<file path="config.mk">
export PLATFORM = sky130hd
export DESIGN_NAME = hostnotify_rx
export DESIGN_NICKNAME = d
export VERILOG_FILES = /design/src/rtl/hn_pkg.sv /design/src/rtl/hn_ctrl.sv /design/src/rtl/hn_data.sv /design/src/rtl/hostnotify_rx.sv
export SDC_FILE = /design/constraint.sdc
export NUM_CORES = 1
export LEC_CHECK = 0
export BUFFER_PORTS_ARGS = -buffer_cell sky130_fd_sc_hd__buf_2
export CAP_MARGIN = 20
export CORE_ASPECT_RATIO = 0.8
export CORE_MARGIN = 2
export CORE_UTILIZATION = 59
export CTS_CLUSTER_DIAMETER = 80
export DETAILED_ROUTE_END_ITERATION = 8
export PLACE_DENSITY = 0.91
export SYNTH_ARGS = -nofsm -noshare
export SYNTH_HDL_FRONTEND = slang
export SYNTH_SLANG_ARGS = --single-unit
export TNS_END_PERCENT = 5
</file>
<file path="constraint.sdc">
create_clock -name clk -period 3.36 [get_ports clk]
set_clock_uncertainty 0.15 [all_clocks]
set_input_delay 0.336 -clock clk [delete_from_list [all_inputs] [get_ports clk]]
set_output_delay 0.336 -clock clk [all_outputs]
set_load 0.005 [all_outputs]
</file>
<file path="src/rtl/hn_pkg.sv">
package hn_pkg;
  typedef enum logic [2:0] {
    S_IDLE, S_ADDR, S_DEV, S_LOW, S_HIGH, S_DONE, S_SKIP
  } hnState_t;

  typedef struct packed {
    logic capDev;
    logic capLow;
    logic capHigh;
    logic push;
  } hnStrobe_t;
endpackage

</file>
<file path="src/rtl/hn_ctrl.sv">
module hn_ctrl
  import hn_pkg::*;
#(
  parameter logic [6:0] HOST_ADDR = 7'h08
) (
  input  logic      clk,
  input  logic      rstN,
  input  logic      evStart,
  input  logic      evStop,
  input  logic      evByte,
  input  logic [7:0] byteData,
  input  logic      fifoFull,
  output hnStrobe_t strb,
  output logic      ackOut
);
  localparam logic [7:0] MATCH_BYTE = {HOST_ADDR, 1'b0};

  hnState_t state, stateNext;
  logic     ackNext;

  always_comb begin
    stateNext = state;
    ackNext   = ackOut;
    strb      = '0;
    if (evStart) begin
      stateNext = S_ADDR;
    end else if (evStop) begin
      strb.push = (state == S_DONE);
      stateNext = S_IDLE;
    end else if (evByte) begin
      ackNext = 1'b0;
      case (state)
        S_ADDR: begin
          if (byteData == MATCH_BYTE) begin
            ackNext   = 1'b1;
            stateNext = S_DEV;
          end else begin
            stateNext = S_SKIP;
          end
        end
        S_DEV: begin
          if (fifoFull) begin
            stateNext = S_SKIP;
          end else begin
            ackNext     = 1'b1;
            strb.capDev = 1'b1;
            stateNext   = S_LOW;
          end
        end
        S_LOW: begin
          ackNext     = 1'b1;
          strb.capLow = 1'b1;
          stateNext   = S_HIGH;
        end
        S_HIGH: begin
          ackNext      = 1'b1;
          strb.capHigh = 1'b1;
          stateNext    = S_DONE;
        end
        S_DONE:  stateNext = S_SKIP;
        default: stateNext = state;
      endcase
    end
  end

  always_ff @(posedge clk) begin
    if (!rstN) begin
      state  <= S_IDLE;
      ackOut <= 1'b0;
    end else begin
      state  <= stateNext;
      ackOut <= ackNext;
    end
  end

  // a commit only ever coincides with a stop event
  p_push_on_stop_r6: assert property (@(posedge clk) disable iff (!rstN)
    strb.push |-> evStop);

  // a foreign or read-direction address byte is refused
  p_foreign_nack_r3: assert property (@(posedge clk) disable iff (!rstN)
    (evByte && !evStart && !evStop && state == S_ADDR && byteData != MATCH_BYTE) |=> !ackOut);

  // the device byte is refused while the queue is full
  p_full_nack_r10: assert property (@(posedge clk) disable iff (!rstN)
    (evByte && !evStart && !evStop && state == S_DEV && fifoFull) |=> !ackOut);

  // a byte beyond the third data-phase byte is refused
  p_extra_nack_r8: assert property (@(posedge clk) disable iff (!rstN)
    (evByte && !evStart && !evStop && state == S_DONE) |=> (!ackOut && state == S_SKIP));
endmodule

</file>
<file path="src/rtl/hn_data.sv">
module hn_data
  import hn_pkg::*;
#(
  parameter int DEPTH = 4
) (
  input  logic        clk,
  input  logic        rstN,
  input  hnStrobe_t   strb,
  input  logic [7:0]  byteData,
  input  logic [6:0]  devIn,
  input  logic        popReq,
  output logic        full,
  output logic        empty,
  output logic [6:0]  headDev,
  output logic [15:0] headData
);
  localparam int PTR_W   = (DEPTH > 1) ? $clog2(DEPTH) : 1;
  localparam int CNT_W   = $clog2(DEPTH + 1);
  localparam int ENTRY_W = 7 + 16;
  localparam logic [PTR_W-1:0] LAST_PTR = PTR_W'(DEPTH - 1);
  localparam logic [CNT_W-1:0] FULL_CNT = CNT_W'(DEPTH);

  logic [6:0]         devReg;
  logic [7:0]         lowReg, highReg;
  logic [ENTRY_W-1:0] mem [DEPTH];
  logic [PTR_W-1:0]   wrPtr, rdPtr;
  logic [CNT_W-1:0]   count;
  logic               doPush, doPop;

  assign full   = (count == FULL_CNT);
  assign empty  = (count == '0);
  assign doPush = strb.push && !full;
  assign doPop  = popReq && !empty;

  always_ff @(posedge clk) begin
    if (!rstN) begin
      devReg  <= '0;
      lowReg  <= '0;
      highReg <= '0;
    end else begin
      if (strb.capDev)  devReg  <= devIn;
      if (strb.capLow)  lowReg  <= byteData;
      if (strb.capHigh) highReg <= byteData;
    end
  end

  always_ff @(posedge clk) begin
    if (doPush) mem[wrPtr] <= {devReg, highReg, lowReg};
  end

  always_ff @(posedge clk) begin
    if (!rstN) begin
      wrPtr <= '0;
      rdPtr <= '0;
      count <= '0;
    end else begin
      if (doPush) wrPtr <= (wrPtr == LAST_PTR) ? '0 : wrPtr + 1'b1;
      if (doPop)  rdPtr <= (rdPtr == LAST_PTR) ? '0 : rdPtr + 1'b1;
      case ({doPush, doPop})
        2'b10:   count <= count + 1'b1;
        2'b01:   count <= count - 1'b1;
        default: count <= count;
      endcase
    end
  end

  assign {headDev, headData} = mem[rdPtr];

  // the control never commits into a full queue
  p_no_overflow_r10: assert property (@(posedge clk) disable iff (!rstN)
    strb.push |-> !full);

  // popping an empty queue leaves it untouched
  p_pop_empty_r11: assert property (@(posedge clk) disable iff (!rstN)
    (popReq && empty && !strb.push) |=> ($stable(rdPtr) && count == '0));

  // occupancy stays within the queue depth
  p_count_bound_r9: assert property (@(posedge clk) disable iff (!rstN)
    count <= FULL_CNT);
endmodule

</file>
<file path="src/rtl/hostnotify_rx.sv">
module hostnotify_rx
  import hn_pkg::*;
#(
  parameter logic [6:0] HOST_ADDR = 7'h08,
  parameter int         DEPTH     = 4
) (
  input  logic        clk,
  input  logic        rstN,
  input  logic        evStart,
  input  logic        evStop,
  input  logic        evByte,
  input  logic [7:0]  byteData,
  output logic        ackOut,
  input  logic        popStrobe,
  output logic        irq,
  output logic [6:0]  notifyDev,
  output logic [15:0] notifyData
);
  hnStrobe_t strb;
  logic      fifoFull, fifoEmpty;

  hn_ctrl #(.HOST_ADDR(HOST_ADDR)) uCtrl (
    .clk(clk), .rstN(rstN), .evStart(evStart), .evStop(evStop),
    .evByte(evByte), .byteData(byteData), .fifoFull(fifoFull),
    .strb(strb), .ackOut(ackOut)
  );

  hn_data #(.DEPTH(DEPTH)) uData (
    .clk(clk), .rstN(rstN), .strb(strb), .byteData(byteData),
    .devIn(byteData[7:1]), .popReq(popStrobe), .full(fifoFull),
    .empty(fifoEmpty), .headDev(notifyDev), .headData(notifyData)
  );

  assign irq = !fifoEmpty;
endmodule

</file>
# == Word level (Yosys, flattened, before mapping) ==
# Memories as Yosys holds them, arrays and structs flattened. A register that Yosys moved wholly into a read port is not among the register bits.
# Cells that the tools add are included.
# op_classes
bitwise,3
mux,23
eq_ne,11
addsub,4
shift,0
magnitude_cmp,0
multipliers,0
n_reduce_logical,14
div,0
# op_table
cell,count
3-bit case mux with 5 select lines,1
3-bit 2-to-1 mux,4
1-bit 2-to-1 mux,11
3-bit equality test (second input constant),3
8-bit by 5-bit equality test with 1-bit output (second input constant),1
2-bit 2-to-1 mux,4
7-bit nonzero test,1
2-bit equality test (second input constant),3
3-bit by 2-bit equality test with 1-bit output (second input constant),2
3-bit case mux with 2 select lines,1
5-bit nonzero test,1
2-bit by 1-bit adder with 2-bit output (second input constant),2
4-bit 2-to-1 mux,1
2-bit AND reduction,2
3-bit by 1-bit adder with 3-bit output (second input constant),1
3-bit by 1-bit equality test with 1-bit output (second input constant),1
3-bit logical NOT,1
1-bit inverter,3
1-bit case mux with 3 select lines,1
3-bit AND reduction,1
3-bit nonzero test,1
3-bit OR reduction,1
3-bit by 1-bit subtractor with 3-bit output (second input constant),1
2-bit by 1-bit equality test with 1-bit output (second input constant),1
other kinds (4),6
# word_totals
rom_bits,0
in_bits,14
wordCells,65
output_inout_bits,25
reg_bits,34
mem_count,1
latchBits,0
ramBits,92
# mem_list
name,words,word_bits,read_ports,rd_ports_with_merged_regs,write_ports,line,rtl
uData.mem,4,23,1,1,1,hn_data.sv:25,logic [ENTRY_W-1:0] mem [DEPTH];

# == Longest topological paths before layout ==
# depth
depth_word,9
depth_mapped,10
depth_no_buf,9

# == Modules after synthesis ==
# Synthesis repeated with hierarchy kept, for this count alone.
# hier_totals
hier_cells,290
hier_area_um2,5004.8
# modules_own_cells
mod,area_per_inst_um2,seq_area_each_um2,n_inst,cells_per_inst
hn_data,4704.5,3403.3,1,250
hn_ctrl,296.5,80.1,1,39
hostnotify_rx,3.8,0.0,1,1

# == Least setup slack after synthesis ==
# Ideal clock, no wire load.
# synth_timing
path_type,reg2reg
startpoint,register uData.count[1]
endpoint,register uData.count[2]
setup_time_ns,0.076
t_required_ns,3.134
synth_period_minus_slack_ns,2.606
path_buffers,0
path_stages_with_launch,10
slack_ns,0.754
arrival_ns,2.381
path_cell_list,dfxtp_1 > or3b_4 > and4_2 > inv_1 > ha_1 > inv_1 > fa_1 > xor2_1 > or3_2 > a21boi_0
# synth_via
elab_chain_cells,5
word_cells_on_any_way,12
cone_classes,2 x add/sub; 3 x eq/ne; 1 x mux; 6 x reduce/logical
# synth_rtl
item,line,rtl
start: declaration,hn_data.sv:27,logic [CNT_W-1:0] count;
start signal: assignment,hn_data.sv:60,2'b10: count <= count + 1'b1;
start signal: assignment,hn_data.sv:61,2'b01: count <= count - 1'b1;
start signal: assignment,hn_data.sv:62,default: count <= count;
3-bit equality test / 3-bit logical NOT (equally long branches),"hn_data.sv:30, hn_data.sv:31",
"1-bit logical NOT, on equally long branches","hn_data.sv:32, hn_data.sv:33",
"1-bit logical AND, on equally long branches","hn_data.sv:32, hn_data.sv:33",
2-bit by 1-bit equality test with 1-bit output / 2-bit equality test (equally long branches),hn_data.sv:59,"case ({doPush, doPop})"
3-bit case mux with 2 select lines / 2-bit nonzero test (equally long branches),-,
# Parallel ways exist; a longest one is shown, timed or not.
# A chain may end at the register's enable or synchronous reset.

# == Worst setup path in the final report ==
# layout_timing
startpoint,register uData.count[2]
endpoint,register uData.count[2]
# Same word-level chain as after synthesis.

==> impl_metrics.xml <==
<?xml version="1.0" encoding="UTF-8"?>
<metrics>
  <group name="status">
    <metric name="run_status" unit="">completed</metric>
  </group>
  <group name="layout">
    <metric name="final.fill_count" unit="">471</metric>
    <metric name="area_growth_syn_to_layout" unit="%">19.8</metric>
    <metric name="finalCoreUtilization" unit="%">73.9</metric>
    <metric name="antenna_cells" unit="">0</metric>
    <metric name="design.final.nets" unit="">382</metric>
    <metric name="postLayoutCellArea" unit="sq mm">0.00595</metric>
    <metric name="post_route_cells_drive_above_1_share" unit="%">29.0</metric>
  </group>
  <group name="cts">
    <metric name="clk_latency" unit="ns">0.51</metric>
    <metric name="cts-htree-levels" unit="">4</metric>
    <metric name="post_cts_resized" unit="">0</metric>
    <metric name="cts_root_buf" unit="">sky130_fd_sc_hd__clkbuf_8</metric>
    <metric name="clock_pin_slew_of_the_registers_on_the_worst_case_setup_and_hold_paths" unit="ns">0.06</metric>
    <metric name="tritoncts_num_sinks" unit="">128</metric>
    <metric name="tritoncts.num_buffers" unit="">17</metric>
    <metric name="tritoncts_clock_tree" unit="">built</metric>
    <metric name="clock_path_buffers" unit="">2</metric>
  </group>
  <group name="floorplan">
    <metric name="pin_count" unit="">39</metric>
    <metric name="die_w" unit="um">107</metric>
    <metric name="die_area" unit="sq mm">0.00917</metric>
    <metric name="core-area" unit="sq mm">0.00806</metric>
    <metric name="start_util" unit="%">61.7</metric>
    <metric name="placementRows" unit="">29</metric>
    <metric name="dieHeight" unit="um">86.1</metric>
  </group>
  <group name="global_route">
    <metric name="number_of_global_route_vias_before_repair" unit="">2958</metric>
    <metric name="grt_antenna_before_repair" unit="">0</metric>
    <metric name="grt_first_pass_wirelength" unit="um">16200</metric>
    <metric name="globalRouteTotalUtil" unit="%">24.6</metric>
    <metric name="congestion_overflow_gr" unit="">0</metric>
    <metric name="grt_start_max_net_pins" unit="">24</metric>
  </group>
  <group name="synthesis">
    <metric name="synth_flop_cell" unit="">sky130_fd_sc_hd__edfxtp_1</metric>
    <metric name="syn-num-nets" unit="">321</metric>
    <metric name="yosys.cell_types.count" unit="">37</metric>
    <metric name="synth_async_sr_flop_share" unit="%">0</metric>
    <metric name="syn-instance-count" unit="">299</metric>
    <metric name="yosys_register_bits" unit="">128</metric>
    <metric name="synth_seq_area_share" unit="%">70.1</metric>
    <metric name="syn_avg_cell_area" unit="sq um">16.6</metric>
    <metric name="cell_type_with_the_largest_total_area_after_synthesis" unit="">sky130_fd_sc_hd__edfxtp_1</metric>
    <metric name="synth.area.top_cells" unit="">sky130_fd_sc_hd__edfxtp_1, sky130_fd_sc_hd__dfxtp_1, sky130_fd_sc_hd__mux4_2</metric>
    <metric name="synthesis.area" unit="sq mm">0.00497</metric>
    <metric name="synth-edff-count" unit="">92</metric>
    <metric name="yosys.cell_count.top_type" unit="">sky130_fd_sc_hd__edfxtp_1</metric>
    <metric name="synth_largest_type_area_fraction" unit="%">55.6</metric>
    <metric name="synthesis.yosys.warnings" unit="">0</metric>
    <metric name="ys_top_cells_by_count" unit="">sky130_fd_sc_hd__edfxtp_1, sky130_fd_sc_hd__dfxtp_1, sky130_fd_sc_hd__mux4_2</metric>
  </group>
  <group name="timing">
    <metric name="hold-worst-slack" unit="ns">0.0202</metric>
    <metric name="setup_repair_after_global_routing_missed_its_margin" unit="">false</metric>
    <metric name="final_total_negative_setup_slack" unit="ns">0</metric>
    <metric name="fin_ws" unit="ns">0.550</metric>
    <metric name="setup_viol" unit="">0</metric>
    <metric name="maxClockFrequency" unit="MHz">356</metric>
    <metric name="tightest_slew" unit="ns">0.816</metric>
    <metric name="timing.final.hold_violations" unit="">0</metric>
    <metric name="min_period_over_period" unit="%">83.6</metric>
    <metric name="relSlewSlack" unit="%">45.1</metric>
    <metric name="finalWorstPathRequiredPeriod" unit="ns">2.81</metric>
    <metric name="slew_viol_final" unit="">0</metric>
  </group>
  <group name="critical_path">
    <metric name="critPathRequiredTime" unit="ns">3.65</metric>
    <metric name="worst-path-max-fanout" unit="">6</metric>
    <metric name="kind_of_start_point_of_the_critical_path" unit="">register</metric>
    <metric name="worst_setup_path_end_kind" unit="">register</metric>
    <metric name="critical_path_arrival" unit="ns">3.10</metric>
    <metric name="criticalPathCategory" unit="">register to register</metric>
  </group>
  <group name="detailed_routing">
    <metric name="first_pass_iters" unit="">5</metric>
    <metric name="total_via_count_in_the_routed_design" unit="">2880</metric>
    <metric name="detail_route.iter0.violations" unit="">204</metric>
    <metric name="routed_vias_inst" unit="">5.99</metric>
    <metric name="number_of_antenna_violating_nets_in_the_routed_design" unit="">0</metric>
    <metric name="drt_wl_total" unit="um">10300</metric>
    <metric name="remaining_drc_errors" unit="">0</metric>
    <metric name="post_drt_wl_per_cell" unit="um">21.4</metric>
  </group>
  <group name="job">
    <metric name="max_cap_viol" unit="">0</metric>
  </group>
  <group name="pwr">
    <metric name="leakage_power_summed_over_all_cells" unit="nW">2.07</metric>
    <metric name="ir_drop_worst_case_vdd" unit="mV">0.484</metric>
    <metric name="power_density" unit="mW/mm^2">587</metric>
  </group>
  <group name="place">
    <metric name="place.port_buffers" unit="">38</metric>
    <metric name="placed_cell_area" unit="sq mm">0.00529</metric>
    <metric name="globalplace.congestion" unit="">0.839</metric>
    <metric name="dpl_worst_slack" unit="ns">0.548</metric>
    <metric name="dp_hpwl" unit="um">5780</metric>
  </group>
  <group name="hold_path">
    <metric name="worstHoldPathType" unit="">input pin to register</metric>
  </group>
</metrics>
## metrics by stage
step           total power [mW]  std cells
3_3_place_gp               1.75        440
2_1_floorplan              1.73        299
5_1_grt                    3.59        481
3_5_place_dp               1.75        440
4_1_cts                    3.52        481
6_report                   3.50        481
## cell usage in the layout (no fill, tap or decap), types with 4 or more instances in the layout
cell type / instances
sky130_fd_sc_hd__nor2b_1: 13
sky130_fd_sc_hd__mux2i_1: 15
sky130_fd_sc_hd__clkbuf_16: 16
sky130_fd_sc_hd__nand3_1: 10
sky130_fd_sc_hd__inv_1: 12
sky130_fd_sc_hd__and2_1: 4
sky130_fd_sc_hd__ha_1: 7
sky130_fd_sc_hd__clkinvlp_4: 4
sky130_fd_sc_hd__buf_4: 7
sky130_fd_sc_hd__inv_6: 6
sky130_fd_sc_hd__edfxtp_1: 92
sky130_fd_sc_hd__a21oi_1: 7
sky130_fd_sc_hd__dlygate4sd3_1: 9
sky130_fd_sc_hd__or3_1: 5
sky130_fd_sc_hd__nor2_1: 9
sky130_fd_sc_hd__a21boi_0: 9
sky130_fd_sc_hd__dfxtp_1: 36
sky130_fd_sc_hd__mux4_2: 23
sky130_fd_sc_hd__nand2_1: 21
sky130_fd_sc_hd__buf_2: 38
## area by class of cell
class / instances / area [sq um] / share of cell area, %
Sequential cell: 128 / 3480 / 58.5
Multi-Input combinational cell: 147 / 1380 / 23.2
Clock buffer: 18 / 418 / 7.02
Timing Repair Buffer: 54 / 333 / 5.59
Clock inverter: 14 / 156 / 2.63
Tap cell: 108 / 135 / 2.27
Inverter: 12 / 45.0 / 0.757
## final timing paths
path	from	to	slack (ns)	cells past startpoint
worst max-delay path	uData.count[2]$_SDFFE_PN0P_	uData.count[2]$_SDFFE_PN0P_	0.55	9
worst min-delay path	byteData[3]	uData.highReg[3]$_SDFFE_PN0P_	0.02	3
worst max register to register	uData.count[2]$_SDFFE_PN0P_	uData.count[2]$_SDFFE_PN0P_	0.55	9
worst min register to register	uData.rdPtr[1]$_SDFFE_PN0N_	register	0.34	2
## routing by layer
metal	up-vias	wire length, um	global-route usage [%]
met3	26	822	9.27
met1	1450	4260	31.5
met2	139	4950	38.7
met5	-	0	0
li1	1265	-	-
met4	0	277	9.92
## power breakdown
group          leakage, nW  internal, mW  switching (mW)
Clock                0.270          1.07           0.698
Combinational        0.765        0.0246          0.0305
Sequential            1.03          1.67         0.00314
## worst max-delay path: stages (launching register included)
cell	delay [ns]
sky130_fd_sc_hd__dfxtp_1	0.35
sky130_fd_sc_hd__or3b_4	0.41
sky130_fd_sc_hd__and4_2	0.25
sky130_fd_sc_hd__inv_1	0.11
sky130_fd_sc_hd__ha_1	0.19
sky130_fd_sc_hd__inv_1	0.07
sky130_fd_sc_hd__fa_1	0.43
sky130_fd_sc_hd__xor2_1	0.17
sky130_fd_sc_hd__or3_2	0.42
sky130_fd_sc_hd__a21boi_0	0.17
## sequential cells by signal, indices dropped and copies added (netlist names), named ones only
| register | flops |
|---|---|
| uData.mem | 92 |
| uData.lowReg | 8 |
| uData.wrPtr | 2 |
| uCtrl.state | 3 |
| uData.devReg | 7 |
| uData.rdPtr | 2 |
| uCtrl.ackOut | 1 |
| uData.highReg | 8 |
| uData.count | 3 |
## repair_timing
action / in CTS / in global routing
setup buffers: 0 / 0
endpoints found under the hold margin: 13 / 0
hold buffers: 9 / 0
## cells by family (layout without fill, tap and decap cells)
family	count (synthesis)	after routing	share of synthesized area (%)
buffers and inverters	24	98	2.04
XOR/XNOR	2	2	0.353
adder cells (fa/ha/maj)	8	8	2.17
AND/OR/NAND/NOR	74	74	8.31
multiplexers	38	38	13.5
flip-flops	128	128	70.1
AO/OA/AOI/OAI	25	25	3.55
Power figures use the tool's default switching activity.
